$ cat config.mk
export PLATFORM = sky130hd
export DESIGN_NAME = keyslot_store
export DESIGN_NICKNAME = d
export VERILOG_FILES = /design/src/rtl/kvs_pkg.sv /design/src/rtl/kvs_word_ram.sv /design/src/rtl/kvs_fill_ctrl.sv /design/src/rtl/kvs_fetch_ctrl.sv /design/src/rtl/keyslot_store.sv
export SDC_FILE = /design/constraint.sdc
export NUM_CORES = 1
export LEC_CHECK = 0
export ABC_AREA = 1
export BUFFER_PORTS_ARGS = -buffer_cell sky130_fd_sc_hd__buf_2
export CORE_MARGIN = 2
export CORE_UTILIZATION = 55
export DETAILED_ROUTE_END_ITERATION = 8
export PLACE_DENSITY_LB_ADDON = 0.05
export SKIP_CTS_REPAIR_TIMING = 1
export SLEW_MARGIN = 15
export SYNTH_ARGS = -nofsm -noshare
export SYNTH_HDL_FRONTEND = slang
export SYNTH_SLANG_ARGS = --single-unit
export TNS_END_PERCENT = 50
$ cat constraint.sdc
create_clock -name clk -period 2.8 [get_ports clk]
set_input_delay 0.42 -clock clk [delete_from_list [all_inputs] [get_ports clk]]
set_output_delay 0.42 -clock clk [all_outputs]
set_load 0.01 [all_outputs]
$ cat src/rtl/kvs_pkg.sv
package kvs_pkg;
   localparam int REG_AW = 3;
   localparam int REG_W  = 32;

   localparam logic [REG_AW-1:0] KVS_REG_SIZE  = 3'd0;
   localparam logic [REG_AW-1:0] KVS_REG_WRSEL = 3'd1;
   localparam logic [REG_AW-1:0] KVS_REG_VALID = 3'd2;
   localparam logic [REG_AW-1:0] KVS_REG_RDSEL = 3'd3;
   localparam logic [REG_AW-1:0] KVS_REG_ERR   = 3'd4;

   localparam int ERR_WR_BIT  = 0;
   localparam int ERR_RD_BIT  = 1;
   localparam int BUSY_BIT    = 31;
endpackage

$ cat src/rtl/kvs_word_ram.sv
module kvs_word_ram #(
   parameter int DEPTH = 32,
   parameter int WIDTH = 32,
   localparam int AW   = (DEPTH > 1) ? $clog2(DEPTH) : 1
) (
   input  logic             clk,
   input  logic             we,
   input  logic [AW-1:0]    waddr,
   input  logic [WIDTH-1:0] wdata,
   input  logic [AW-1:0]    raddr,
   output logic [WIDTH-1:0] rdata
);
   logic [WIDTH-1:0] mem_q [DEPTH];

   always_ff @(posedge clk) begin
      if (we) mem_q[waddr] <= wdata;
   end

   assign rdata = mem_q[raddr];
endmodule

$ cat src/rtl/kvs_fill_ctrl.sv
module kvs_fill_ctrl #(
   parameter int NUM_SLOTS     = 8,
   parameter int WORDS_PER_KEY = 4,
   localparam int SLOT_W = (NUM_SLOTS > 1) ? $clog2(NUM_SLOTS) : 1,
   localparam int CNT_W  = (WORDS_PER_KEY > 1) ? $clog2(WORDS_PER_KEY) : 1
) (
   input  logic                    clk,
   input  logic                    rst_n,
   input  logic [NUM_SLOTS-1:0]    sel_mask,
   input  logic                    restart,
   input  logic                    half,
   input  logic                    kin_valid,
   output logic                    ram_we,
   output logic [SLOT_W+CNT_W-1:0] ram_waddr,
   output logic [SLOT_W-1:0]       tgt_slot,
   output logic                    first_word,
   output logic                    commit,
   output logic                    drop_err
);
   localparam logic [CNT_W-1:0] FULL_LAST = CNT_W'(WORDS_PER_KEY - 1);
   localparam logic [CNT_W-1:0] HALF_LAST = CNT_W'(WORDS_PER_KEY / 2 - 1);

   logic              any_sel;
   logic [CNT_W-1:0]  cnt_q;
   logic [CNT_W-1:0]  last_idx;

   // lowest-numbered selected slot wins
   always_comb begin
      any_sel  = 1'b0;
      tgt_slot = '0;
      for (int i = NUM_SLOTS - 1; i >= 0; i--) begin
         if (sel_mask[i]) begin
            any_sel  = 1'b1;
            tgt_slot = SLOT_W'(i);
         end
      end
   end

   assign last_idx   = half ? HALF_LAST : FULL_LAST;
   assign ram_we     = kin_valid & any_sel;
   assign ram_waddr  = {tgt_slot, cnt_q};
   assign first_word = ram_we & (cnt_q == '0);
   assign commit     = ram_we & (cnt_q == last_idx);
   assign drop_err   = kin_valid & ~any_sel;

   always_ff @(posedge clk or negedge rst_n) begin
      if (!rst_n)        cnt_q <= '0;
      else if (restart)  cnt_q <= '0;
      else if (ram_we)   cnt_q <= (cnt_q == last_idx) ? '0 : cnt_q + 1'b1;
   end
endmodule

$ cat src/rtl/kvs_fetch_ctrl.sv
module kvs_fetch_ctrl #(
   parameter int NUM_SLOTS     = 8,
   parameter int WORDS_PER_KEY = 4,
   parameter int WORD_BITS     = 32,
   localparam int SLOT_W   = (NUM_SLOTS > 1) ? $clog2(NUM_SLOTS) : 1,
   localparam int CNT_W    = (WORDS_PER_KEY > 1) ? $clog2(WORDS_PER_KEY) : 1,
   localparam int KEY_BITS = WORDS_PER_KEY * WORD_BITS
) (
   input  logic                    clk,
   input  logic                    rst_n,
   input  logic                    start,
   input  logic [SLOT_W-1:0]       slot,
   input  logic                    half,
   input  logic [WORD_BITS-1:0]    ram_rdata,
   output logic [SLOT_W+CNT_W-1:0] ram_raddr,
   output logic                    busy,
   output logic                    load,
   output logic [KEY_BITS-1:0]     key
);
   localparam logic [CNT_W-1:0] FULL_LAST = CNT_W'(WORDS_PER_KEY - 1);
   localparam logic [CNT_W-1:0] HALF_LAST = CNT_W'(WORDS_PER_KEY / 2 - 1);

   logic                busy_q, load_q, half_q;
   logic [SLOT_W-1:0]   slot_q;
   logic [CNT_W-1:0]    cnt_q;
   logic [KEY_BITS-1:0] acc_q, acc_nxt, key_q;
   logic [CNT_W-1:0]    last_idx;

   assign last_idx  = half_q ? HALF_LAST : FULL_LAST;
   assign ram_raddr = {slot_q, cnt_q};

   always_comb begin
      acc_nxt = acc_q;
      acc_nxt[int'(cnt_q) * WORD_BITS +: WORD_BITS] = ram_rdata;
   end

   always_ff @(posedge clk or negedge rst_n) begin
      if (!rst_n) begin
         busy_q <= 1'b0;
         load_q <= 1'b0;
         half_q <= 1'b0;
         slot_q <= '0;
         cnt_q  <= '0;
         acc_q  <= '0;
         key_q  <= '0;
      end else begin
         load_q <= 1'b0;
         if (start && !busy_q) begin
            busy_q <= 1'b1;
            slot_q <= slot;
            half_q <= half;
            cnt_q  <= '0;
            acc_q  <= '0;
         end else if (busy_q) begin
            acc_q <= acc_nxt;
            if (cnt_q == last_idx) begin
               busy_q <= 1'b0;
               load_q <= 1'b1;
               key_q  <= acc_nxt;
            end else begin
               cnt_q <= cnt_q + 1'b1;
            end
         end
      end
   end

   assign busy = busy_q;
   assign load = load_q;
   assign key  = key_q;
endmodule

$ cat src/rtl/keyslot_store.sv
module keyslot_store
   import kvs_pkg::*;
#(
   parameter int NUM_SLOTS = 8,
   parameter int KEY_BITS  = 128,
   parameter int WORD_BITS = 32,
   localparam int WORDS_PER_KEY = KEY_BITS / WORD_BITS,
   localparam int SLOT_W        = (NUM_SLOTS > 1) ? $clog2(NUM_SLOTS) : 1,
   localparam int CNT_W         = (WORDS_PER_KEY > 1) ? $clog2(WORDS_PER_KEY) : 1,
   localparam int RAM_DEPTH     = NUM_SLOTS * WORDS_PER_KEY
) (
   input  logic                 clk,
   input  logic                 rst_n,
   input  logic                 cfg_we,
   input  logic [REG_AW-1:0]    cfg_addr,
   input  logic [REG_W-1:0]     cfg_wdata,
   output logic [REG_W-1:0]     cfg_rdata,
   input  logic                 kin_valid,
   input  logic [WORD_BITS-1:0] kin_word,
   output logic [KEY_BITS-1:0]  eng_key,
   output logic                 eng_load
);
   // elaboration-time parameter checks
   if (KEY_BITS % WORD_BITS != 0) begin : g_chk_div
      $error("KEY_BITS must be a multiple of WORD_BITS");
   end
   if (WORDS_PER_KEY < 4 || (WORDS_PER_KEY & (WORDS_PER_KEY - 1)) != 0) begin : g_chk_words
      $error("words per key must be a power of two, at least 4");
   end
   if (NUM_SLOTS < 2 || NUM_SLOTS > REG_W || (NUM_SLOTS & (NUM_SLOTS - 1)) != 0) begin : g_chk_slots
      $error("NUM_SLOTS must be a power of two between 2 and the register width");
   end

   logic                   size_full_q;
   logic [NUM_SLOTS-1:0]   wrsel_q, wrsel_nxt;
   logic [NUM_SLOTS-1:0]   valid_q, valid_nxt;
   logic [SLOT_W-1:0]      rd_slot_q;
   logic                   err_wr_q, err_rd_q;

   logic wr_size, wr_wrsel, wr_valid, wr_rdsel, wr_err;
   assign wr_size  = cfg_we && (cfg_addr == KVS_REG_SIZE);
   assign wr_wrsel = cfg_we && (cfg_addr == KVS_REG_WRSEL);
   assign wr_valid = cfg_we && (cfg_addr == KVS_REG_VALID);
   assign wr_rdsel = cfg_we && (cfg_addr == KVS_REG_RDSEL);
   assign wr_err   = cfg_we && (cfg_addr == KVS_REG_ERR);

   // fill path
   logic                    f_we, f_first, f_commit, f_drop;
   logic [SLOT_W+CNT_W-1:0] f_waddr;
   logic [SLOT_W-1:0]       f_slot;

   kvs_fill_ctrl #(
      .NUM_SLOTS    (NUM_SLOTS),
      .WORDS_PER_KEY(WORDS_PER_KEY)
   ) fill_i (
      .clk       (clk),
      .rst_n     (rst_n),
      .sel_mask  (wrsel_q),
      .restart   (wr_wrsel | wr_size),
      .half      (~size_full_q),
      .kin_valid (kin_valid),
      .ram_we    (f_we),
      .ram_waddr (f_waddr),
      .tgt_slot  (f_slot),
      .first_word(f_first),
      .commit    (f_commit),
      .drop_err  (f_drop)
   );

   // fetch path
   logic                    r_busy, r_start, r_bad;
   logic [SLOT_W-1:0]       r_req;
   logic [SLOT_W+CNT_W-1:0] r_raddr;
   logic [WORD_BITS-1:0]    r_rdata;

   assign r_req   = cfg_wdata[SLOT_W-1:0];
   assign r_start = wr_rdsel && !r_busy && valid_q[r_req];
   assign r_bad   = wr_rdsel && !r_busy && !valid_q[r_req];

   kvs_fetch_ctrl #(
      .NUM_SLOTS    (NUM_SLOTS),
      .WORDS_PER_KEY(WORDS_PER_KEY),
      .WORD_BITS    (WORD_BITS)
   ) fetch_i (
      .clk      (clk),
      .rst_n    (rst_n),
      .start    (r_start),
      .slot     (r_req),
      .half     (~size_full_q),
      .ram_rdata(r_rdata),
      .ram_raddr(r_raddr),
      .busy     (r_busy),
      .load     (eng_load),
      .key      (eng_key)
   );

   kvs_word_ram #(
      .DEPTH(RAM_DEPTH),
      .WIDTH(WORD_BITS)
   ) ram_i (
      .clk  (clk),
      .we   (f_we),
      .waddr(f_waddr),
      .wdata(kin_word),
      .raddr(r_raddr),
      .rdata(r_rdata)
   );

   // per-slot flag updates; priority: size write, software clear, fill events
   always_comb begin
      valid_nxt = valid_q;
      wrsel_nxt = wrsel_q;
      for (int i = 0; i < NUM_SLOTS; i++) begin
         if (f_commit && f_slot == SLOT_W'(i)) begin
            valid_nxt[i] = 1'b1;
            wrsel_nxt[i] = 1'b0;
         end else if (f_first && f_slot == SLOT_W'(i)) begin
            valid_nxt[i] = 1'b0;
         end
         if (wr_valid && cfg_wdata[i]) valid_nxt[i] = 1'b0;
      end
      if (wr_size)  valid_nxt = '0;
      if (wr_wrsel) wrsel_nxt = cfg_wdata[NUM_SLOTS-1:0];
   end

   always_ff @(posedge clk or negedge rst_n) begin
      if (!rst_n) begin
         size_full_q <= 1'b1;
         wrsel_q     <= '0;
         valid_q     <= '0;
         rd_slot_q   <= '0;
         err_wr_q    <= 1'b0;
         err_rd_q    <= 1'b0;
      end else begin
         valid_q <= valid_nxt;
         wrsel_q <= wrsel_nxt;
         if (wr_size) size_full_q <= cfg_wdata[0];
         if (wr_rdsel && !r_busy) rd_slot_q <= r_req;
         if (f_drop) err_wr_q <= 1'b1;
         else if (wr_err && cfg_wdata[ERR_WR_BIT]) err_wr_q <= 1'b0;
         if (r_bad) err_rd_q <= 1'b1;
         else if (wr_err && cfg_wdata[ERR_RD_BIT]) err_rd_q <= 1'b0;
      end
   end

   always_comb begin
      cfg_rdata = '0;
      case (cfg_addr)
         KVS_REG_SIZE:  cfg_rdata[0] = size_full_q;
         KVS_REG_WRSEL: cfg_rdata[NUM_SLOTS-1:0] = wrsel_q;
         KVS_REG_VALID: cfg_rdata[NUM_SLOTS-1:0] = valid_q;
         KVS_REG_RDSEL: begin
            cfg_rdata[SLOT_W-1:0] = rd_slot_q;
            cfg_rdata[BUSY_BIT]   = r_busy;
         end
         KVS_REG_ERR: begin
            cfg_rdata[ERR_WR_BIT] = err_wr_q;
            cfg_rdata[ERR_RD_BIT] = err_rd_q;
         end
         default: cfg_rdata = '0;
      endcase
   end
endmodule

==> results of run 1 <==
[final timing paths]
check	startpoint	endpoint	slack, ns	depth (start not counted)
max	fetch_i.cnt_q[1]	fetch_i.acc_q[2]	0.12	14
min	cfg_wdata[0]	size_full_q	-0.02	3
max reg2reg	fetch_i.cnt_q[1]	fetch_i.acc_q[2]	0.12	14
min reg2reg	fetch_i.key[82]	fetch_i.key[82]	0.47	2
max in group asynchronous	rst_n	size_full_q	1.68	3
min in group asynchronous	rst_n	fetch_i.key[71]	0.27	2
[state kept, by name, indices dropped and copies added (netlist names), 2 cells and up]
name,cells
fetch_i.key,128
fetch_i.acc_q,128
wrsel_q,8
ram_i.mem_q,1024
valid_q,8
fetch_i.slot_q,3
fill_i.cnt_q,2
fetch_i.cnt_q,2
rd_slot_q,3
[worst reg2reg max path: stages (launching register included)]
cell and delay (ns):
dfrtp_4 0.61, inv_8 0.26, buf_4 0.28, nand3_1 0.11, nand3_1 0.11, nand2_1 0.06
nand2_1 0.05, nand2_1 0.15, nand2_1 0.11, nand2_1 0.27, buf_4 0.24, nand2_1 0.05
o21ai_1 0.08, nand2_1 0.07, o21ai_0 0.08
[power by group through the flow]
stage / Clock, W / Combinational, W / Sequential [W]
final: 0.0179 / 0.0246 / 0.0249
after global routing: 0.0189 / 0.0269 / 0.0252
after CTS: 0.0181 / 0.0245 / 0.0249
after detailed placement: 0 / 0.0244 / 0.0253
after global placement: 0 / 0.0241 / 0.0252
after floorplan: 0 / 0.0142 / 0.0254
[cells by family after synthesis]
kind of cell	count (synthesis)	share of synthesized area, %
AND/OR/NAND/NOR	3348	25.1
flip-flops	1312	69.3
buffers and inverters	440	3.94
AO/OA/AOI/OAI	152	1.43
adder cells (fa/ha/maj)	9	0.206
other	1	0.00685
[area by class of cell]
type | count | area (um^2)
Multi-Input combinational cell | 3532 | 14900
Clock buffer | 201 | 3970
Tap cell | 1287 | 1610
Antenna cell | 1 | 2.50
Timing Repair Buffer | 390 | 3670
Fill cell | 7720 | 35500
Inverter | 99 | 394
Clock inverter | 53 | 455
Sequential cell | 1312 | 38000
[metal layers]
| layer | vias up | wire, um | track usage [%] |
|---|---|---|---|
| li1 | 18100 | - | - |
| met2 | 1689 | 73600 | 49.2 |
| met5 | - | 34 | 0 |
| met4 | 6 | 5070 | 10.8 |
| met3 | 329 | 12700 | 5.19 |
| met1 | 18900 | 63300 | 41.9 |
[per-stage QoR]
stage	utilization, %	instance area, um^2	instances	setup WS (ns)
2_1_floorplan	-	54900	5284	-0.230
3_3_place_gp	59.3	58500	6608	0.0831
3_5_place_dp	59.3	58500	6608	0.0735
4_1_cts	63.8	62900	6862	0.0542
5_1_grt	63.9	63000	6874	-0.0159
6_report	63.9	63000	6875	0.115
[cell usage in the layout (no fill, tap or decap), drive strengths merged]
cell and count:
nor3 9, clkinvlp 3, dfrtp 287, buf 381, inv 105, dlygate4sd3 9
nand4 66, clkinv 38, ha 9, clkbuf 201, nor2 48, diode 1
a221o 1, edfxtp 1024, o22ai 6, bufinv 6, conb 23, o221ai 1
a21oi 13, nand3 788, o21ai 130, dfstp 1, a221oi 1, nand2 2437
==> metrics.txt, run 1 <==
Crit Path Category=register to register; minimum clock period=between 2 and 3 ns; worst-path cell chain=inv_8 -> buf_4 -> nand3_1 -> nand3_1 -> nand2_1 -> nand2_1 -> nand2_1 -> nand2_1 -> nand2_1 -> buf_4 -> nand2_1 -> o21ai_1 -> nand2_1 -> o21ai_0; initial antenna violation count=8; worst-path fanout max=23; Final Wtd Congestion=roughly 0.84; final setup violation count=0; most used cell, CP=nand2_1; CTS max path bufs=3; clock power share=between 20% and 30%; worst skew pair latency=0.75 ns; WP buf/inv=3; drt via density=around 5.7; CP arrival=~3.3 ns; Inserted Clock Buffers=140; Synth Cell Area=54,800 um^2; Die W=320 um; I/O pins=roughly 230; Yosys reg bits=roughly 1,300; Hold Slack=-0.0220 ns; library cells used by synthesis=28; leading area contributor after synthesis=edfxtp_1; relative slew slack=between 10% and 20%; Worst Setup Start Kind=register; CTS tree=built; DRC=0; total die area=slightly above 100,000 um^2; top cells by count, synth=2,433 x nand2_1, 1,024 x edfxtp_1, 788 x nand3_1; Comb pwr share=between 30% and 40%; P_sw=about 0.026 W; highest cell delay on the worst timing path=0.61 ns; Setup TNS=0 ns; Root Buffer=clkbuf_16; Max Slew Vio Count=0; Syn Area/Cell=10.4 um^2; PortBufs=roughly 180; total grt overflow=0; nets@finish=~5,600; final cycle utilization of the critical path=a little over nine tenths; worst-margin pin slew=between 1 and 1.5 ns; EDFF count, synth=1,024; MaxCap Viol Count=0; Sequential Power Share=a little under two fifths; top cells by area, synth=edfxtp_1 56%, nand2_1 17%, dfrtp_1 13%, nand3_1 7.2%, buf_2 1.5%; Pre-antenna DRT Iters=6; H-tree Lvls=4; DP Wirelength=around 88,000 um; largest net degree at the start of global routing=92; Starting Density=a little under three fifths; Design Power=0.0675 W; unrepaired setup endpoints after global routing=true; vias in the first global route=approximately 36,000; Sink Count=about 1,300; LEAKAGE=25.9 nW; top_reg_cell synth=edfxtp_1; Max Clk Rate=around 0.37 GHz; Internal=0.0419 W; top cell type's share of synthesized area=approximately 56%; cell family with most CP delay=simple AND/OR/NAND/NOR gates; num rows=115; Max Clock Skew=approximately 0.029 ns; Gate Count Post-Synth=approximately 5,300; Worst EP required=3.40 ns; Worst Setup End Kind=register; post-synthesis sequential area ratio=between 60 and 70%; Slowest cell on crit path=dfrtp_4; run status=finished, violations left; core area=just under 100,000 um^2; Routed Antenna Nets=0; Net Sw Frac=approximately 38%; ys async rst share=between 20% and 30%; final hold vios=1; Pwr Density=roughly 1100 nW/um^2; DRT iter0 DRCs=approximately 4,200; Tot GR Track Use=between 30% and 40%; total number of vias=39,000; wire per inst=around 23 um; final WL=around 150,000 um; failing checks=negative hold slack; synthesis-to-layout area growth=15.1%; layout cells sized above 1=between 10 and 15%; Clock transition at path regs=~0.060 ns; first-pass GRT wire length=around 230,000 um; count leader, synth=nand2_1; chip height=approximately 320 um; Worst Hold Class=input pin to register; yosys warns=0; peak supply drop=between 600 and 700 uV
(Power assumes the default switching activity.)
==> run 2: changes to the inputs <==
CORE_MARGIN = unset   (was 2)
==> metrics.txt, run 2 (same netlist as run 1, synthesis figures left out) <==
I/O pins=232 (unchanged); hold path startpoint=cfg_wdata[0]; max reg flops=1,024 (unchanged); Tot GR Track Use=29.9% (-0.50 points); Clock transition at path regs=0.06 ns (about the same); final hold vios=1 (unchanged); Pre-antenna DRT Iters=8 (+2); run status=finished, violations left; H-tree Lvls=4 (unchanged); Die W=318 um (-0.63%); Root Buffer=clkbuf_16; Sink Count=1,312 (unchanged); peak supply drop=722 uV (+7.2%); num rows=115 (unchanged); Inserted Clock Buffers=139 (-0.71%); DP Wirelength=83,500 um (-4.9%); Reg2Reg Depth=14 (unchanged); total grt overflow=0 (unchanged); FF-to-FF Start=fetch_i.cnt_q[0]; total number of vias=39,000 (-0.11%); final WL=151,000 um (-2.6%); nets@finish=5,526 (-0.52%); failing checks=negative hold slack; Worst Setup Start Kind=register; core area=98,600 um^2 (unchanged); MaxCap Viol Count=0 (unchanged); CTS tree=built; CP startpoint=fetch_i.cnt_q[0]; CP arrival=3.32 ns (+0.03 ns); hold depth=3 (unchanged); Top reg by flops=ram_i.mem_q; reg2reg end=fetch_i.key[88]; CTS max path bufs=3 (unchanged); layout cells sized above 1=10.8% (-0.46 points); worst-path fanout max=58 (+150%); largest net degree at the start of global routing=129 (+40%); Setup TNS=0 ns (unchanged); final setup violation count=0 (unchanged); DRT iter0 DRCs=4,103 (-1.6%); Worst EP required=3.48 ns (+0.08 ns); synthesis-to-layout area growth=14.5%; Max Clk Rate=0.379 GHz (+1.7%); Worst Setup End Kind=register; drt via density=5.69 (+0.38%); Starting Density=55.6% (unchanged); unrepaired setup endpoints after global routing=false; chip height=318 um (-0.63%); Post-Route Utilization=63.6% (-0.32 points); DRC=0 (unchanged); hold path endpoint=size_full_q; Pwr Density=1070 nW/um^2 (about the same); Crit Path Category=register to register; Routed Antenna Nets=0 (unchanged); Max Slew Vio Count=0 (unchanged); Final Wtd Congestion=0.849 (+1.7%); Fillers=7,763 (+0.56%); first-pass GRT wire length=227,000 um (-1.7%); Max Clock Skew=0.0310 ns (+0.00230 ns); PortBufs=184 (unchanged); commonest non-fill, non-tap cell in the layout=nand2_1; most frequent cells in the layout=2,430 x nand2_1, 1,024 x edfxtp_1, 788 x nand3_1, 282 x dfrtp_1, 183 x buf_2; minimum clock period=2.64 ns (-0.0449 ns); FF-to-FF setup slack=0.16 ns (+0.04 ns); initial antenna violation count=7 (-1); LEAKAGE=25.8 nW (-0.67%); Worst Hold Class=input pin to register; relative slew slack=24.9% (+5.9 points); wire per inst=22.0 um (-2.1%); total die area=101,000 um^2 (-1.2%); final cycle utilization of the critical path=94.3% (-1.6 points); worst-margin pin slew=1.12 ns (-0.0877 ns); Hold Slack=-0.0148 ns (+0.00724 ns); worst skew pair latency=0.75 ns (about the same); vias in the first global route=36,700 (+1.3%)
[run 2: cell types whose count changed in the layout (fill, tap and decap cells not counted), moves of 2 or more]
| cell | before | now |
|---|---|---|
| buf_4 | 102 | 85 |
| buf_12 | 93 | 79 |
| clkbuf_1 | 44 | 36 |
| bufinv_16 | 6 | 10 |
| clkinv_1 | 17 | 21 |
| clkinv_8 | 3 | 0 |
| clkbuf_8 | 11 | 9 |
[run 2: how the worst max path moves through the flow]
stage / endpoint / depth (start not counted)
finish: fetch_i.key[88] / 14
global route: fetch_i.key[86] / 14
CTS: fetch_i.acc_q[38] / 15
detailed placement: fetch_i.acc_q[38] / 15
global placement: fetch_i.acc_q[38] / 15
floorplan: ram_i.mem_q[25][0] / 7
[run 2: power by group]
| part | leakage, nW | total, W | internal (W) | switching (W) |
|---|---|---|---|---|
| logic | 10.6 | 0.0241 | 0.00731 | 0.0168 |
| clock network | 2.19 | 0.0182 | 0.0107 | 0.00746 |
| registers | 13.0 | 0.0249 | 0.0237 | 0.00118 |
[run 2: final cells by class]
type	count	area [um^2]	share of cell area [%]
Sequential cell	1312	38000	60.5
Multi-Input combinational cell	3532	15000	23.8
Clock buffer	191	3910	6.24
Antenna cell	1	2.50	0.00399
Clock inverter	58	561	0.894
Timing Repair Buffer	362	3310	5.28
Inverter	99	394	0.628
Tap cell	1287	1610	2.57
[run 2: worst max-delay path, stage by stage (launching register included)]
cell and delay [ns]:
dfrtp_4 0.51, inv_8 0.18, buf_12 0.29, nand2_1 0.09, nand3_1 0.09, nand3_1 0.09
nand2_1 0.10, nand2_1 0.05, nand2_1 0.20, nand2_1 0.09, nand2_1 0.36, nand2_1 0.10
o21ai_1 0.17, nand2_1 0.13, nand2_1 0.08
[run 2: stage by stage]
step                      setup slack (ns)  instance area (um^2)  hold WS [ns]  std cells  power (W)
after detailed placement           0.00826                 58000         0.461       6571     0.0491
after CTS                         -0.00541                 62500        -0.324       6820     0.0672
after global routing               0.00546                 62700        0.0206       6841     0.0706
after floorplan                     -0.230                 54900         0.124       5284     0.0396
after global placement              0.0538                 58000         0.457       6571     0.0487
final                                0.160                 62700       -0.0148       6842     0.0671
[run 2: metal layers]
metal / GRT usage [%] / part of all wire (%) / vias up
li1: - / - / 18100
met1: 42.2 / 42 / 19000
met2: 47.7 / 47 / 1639
met3: 4.64 / 7.8 / 289
met4: 10.2 / 2.8 / 8
met5: 0 / 0.034 / -
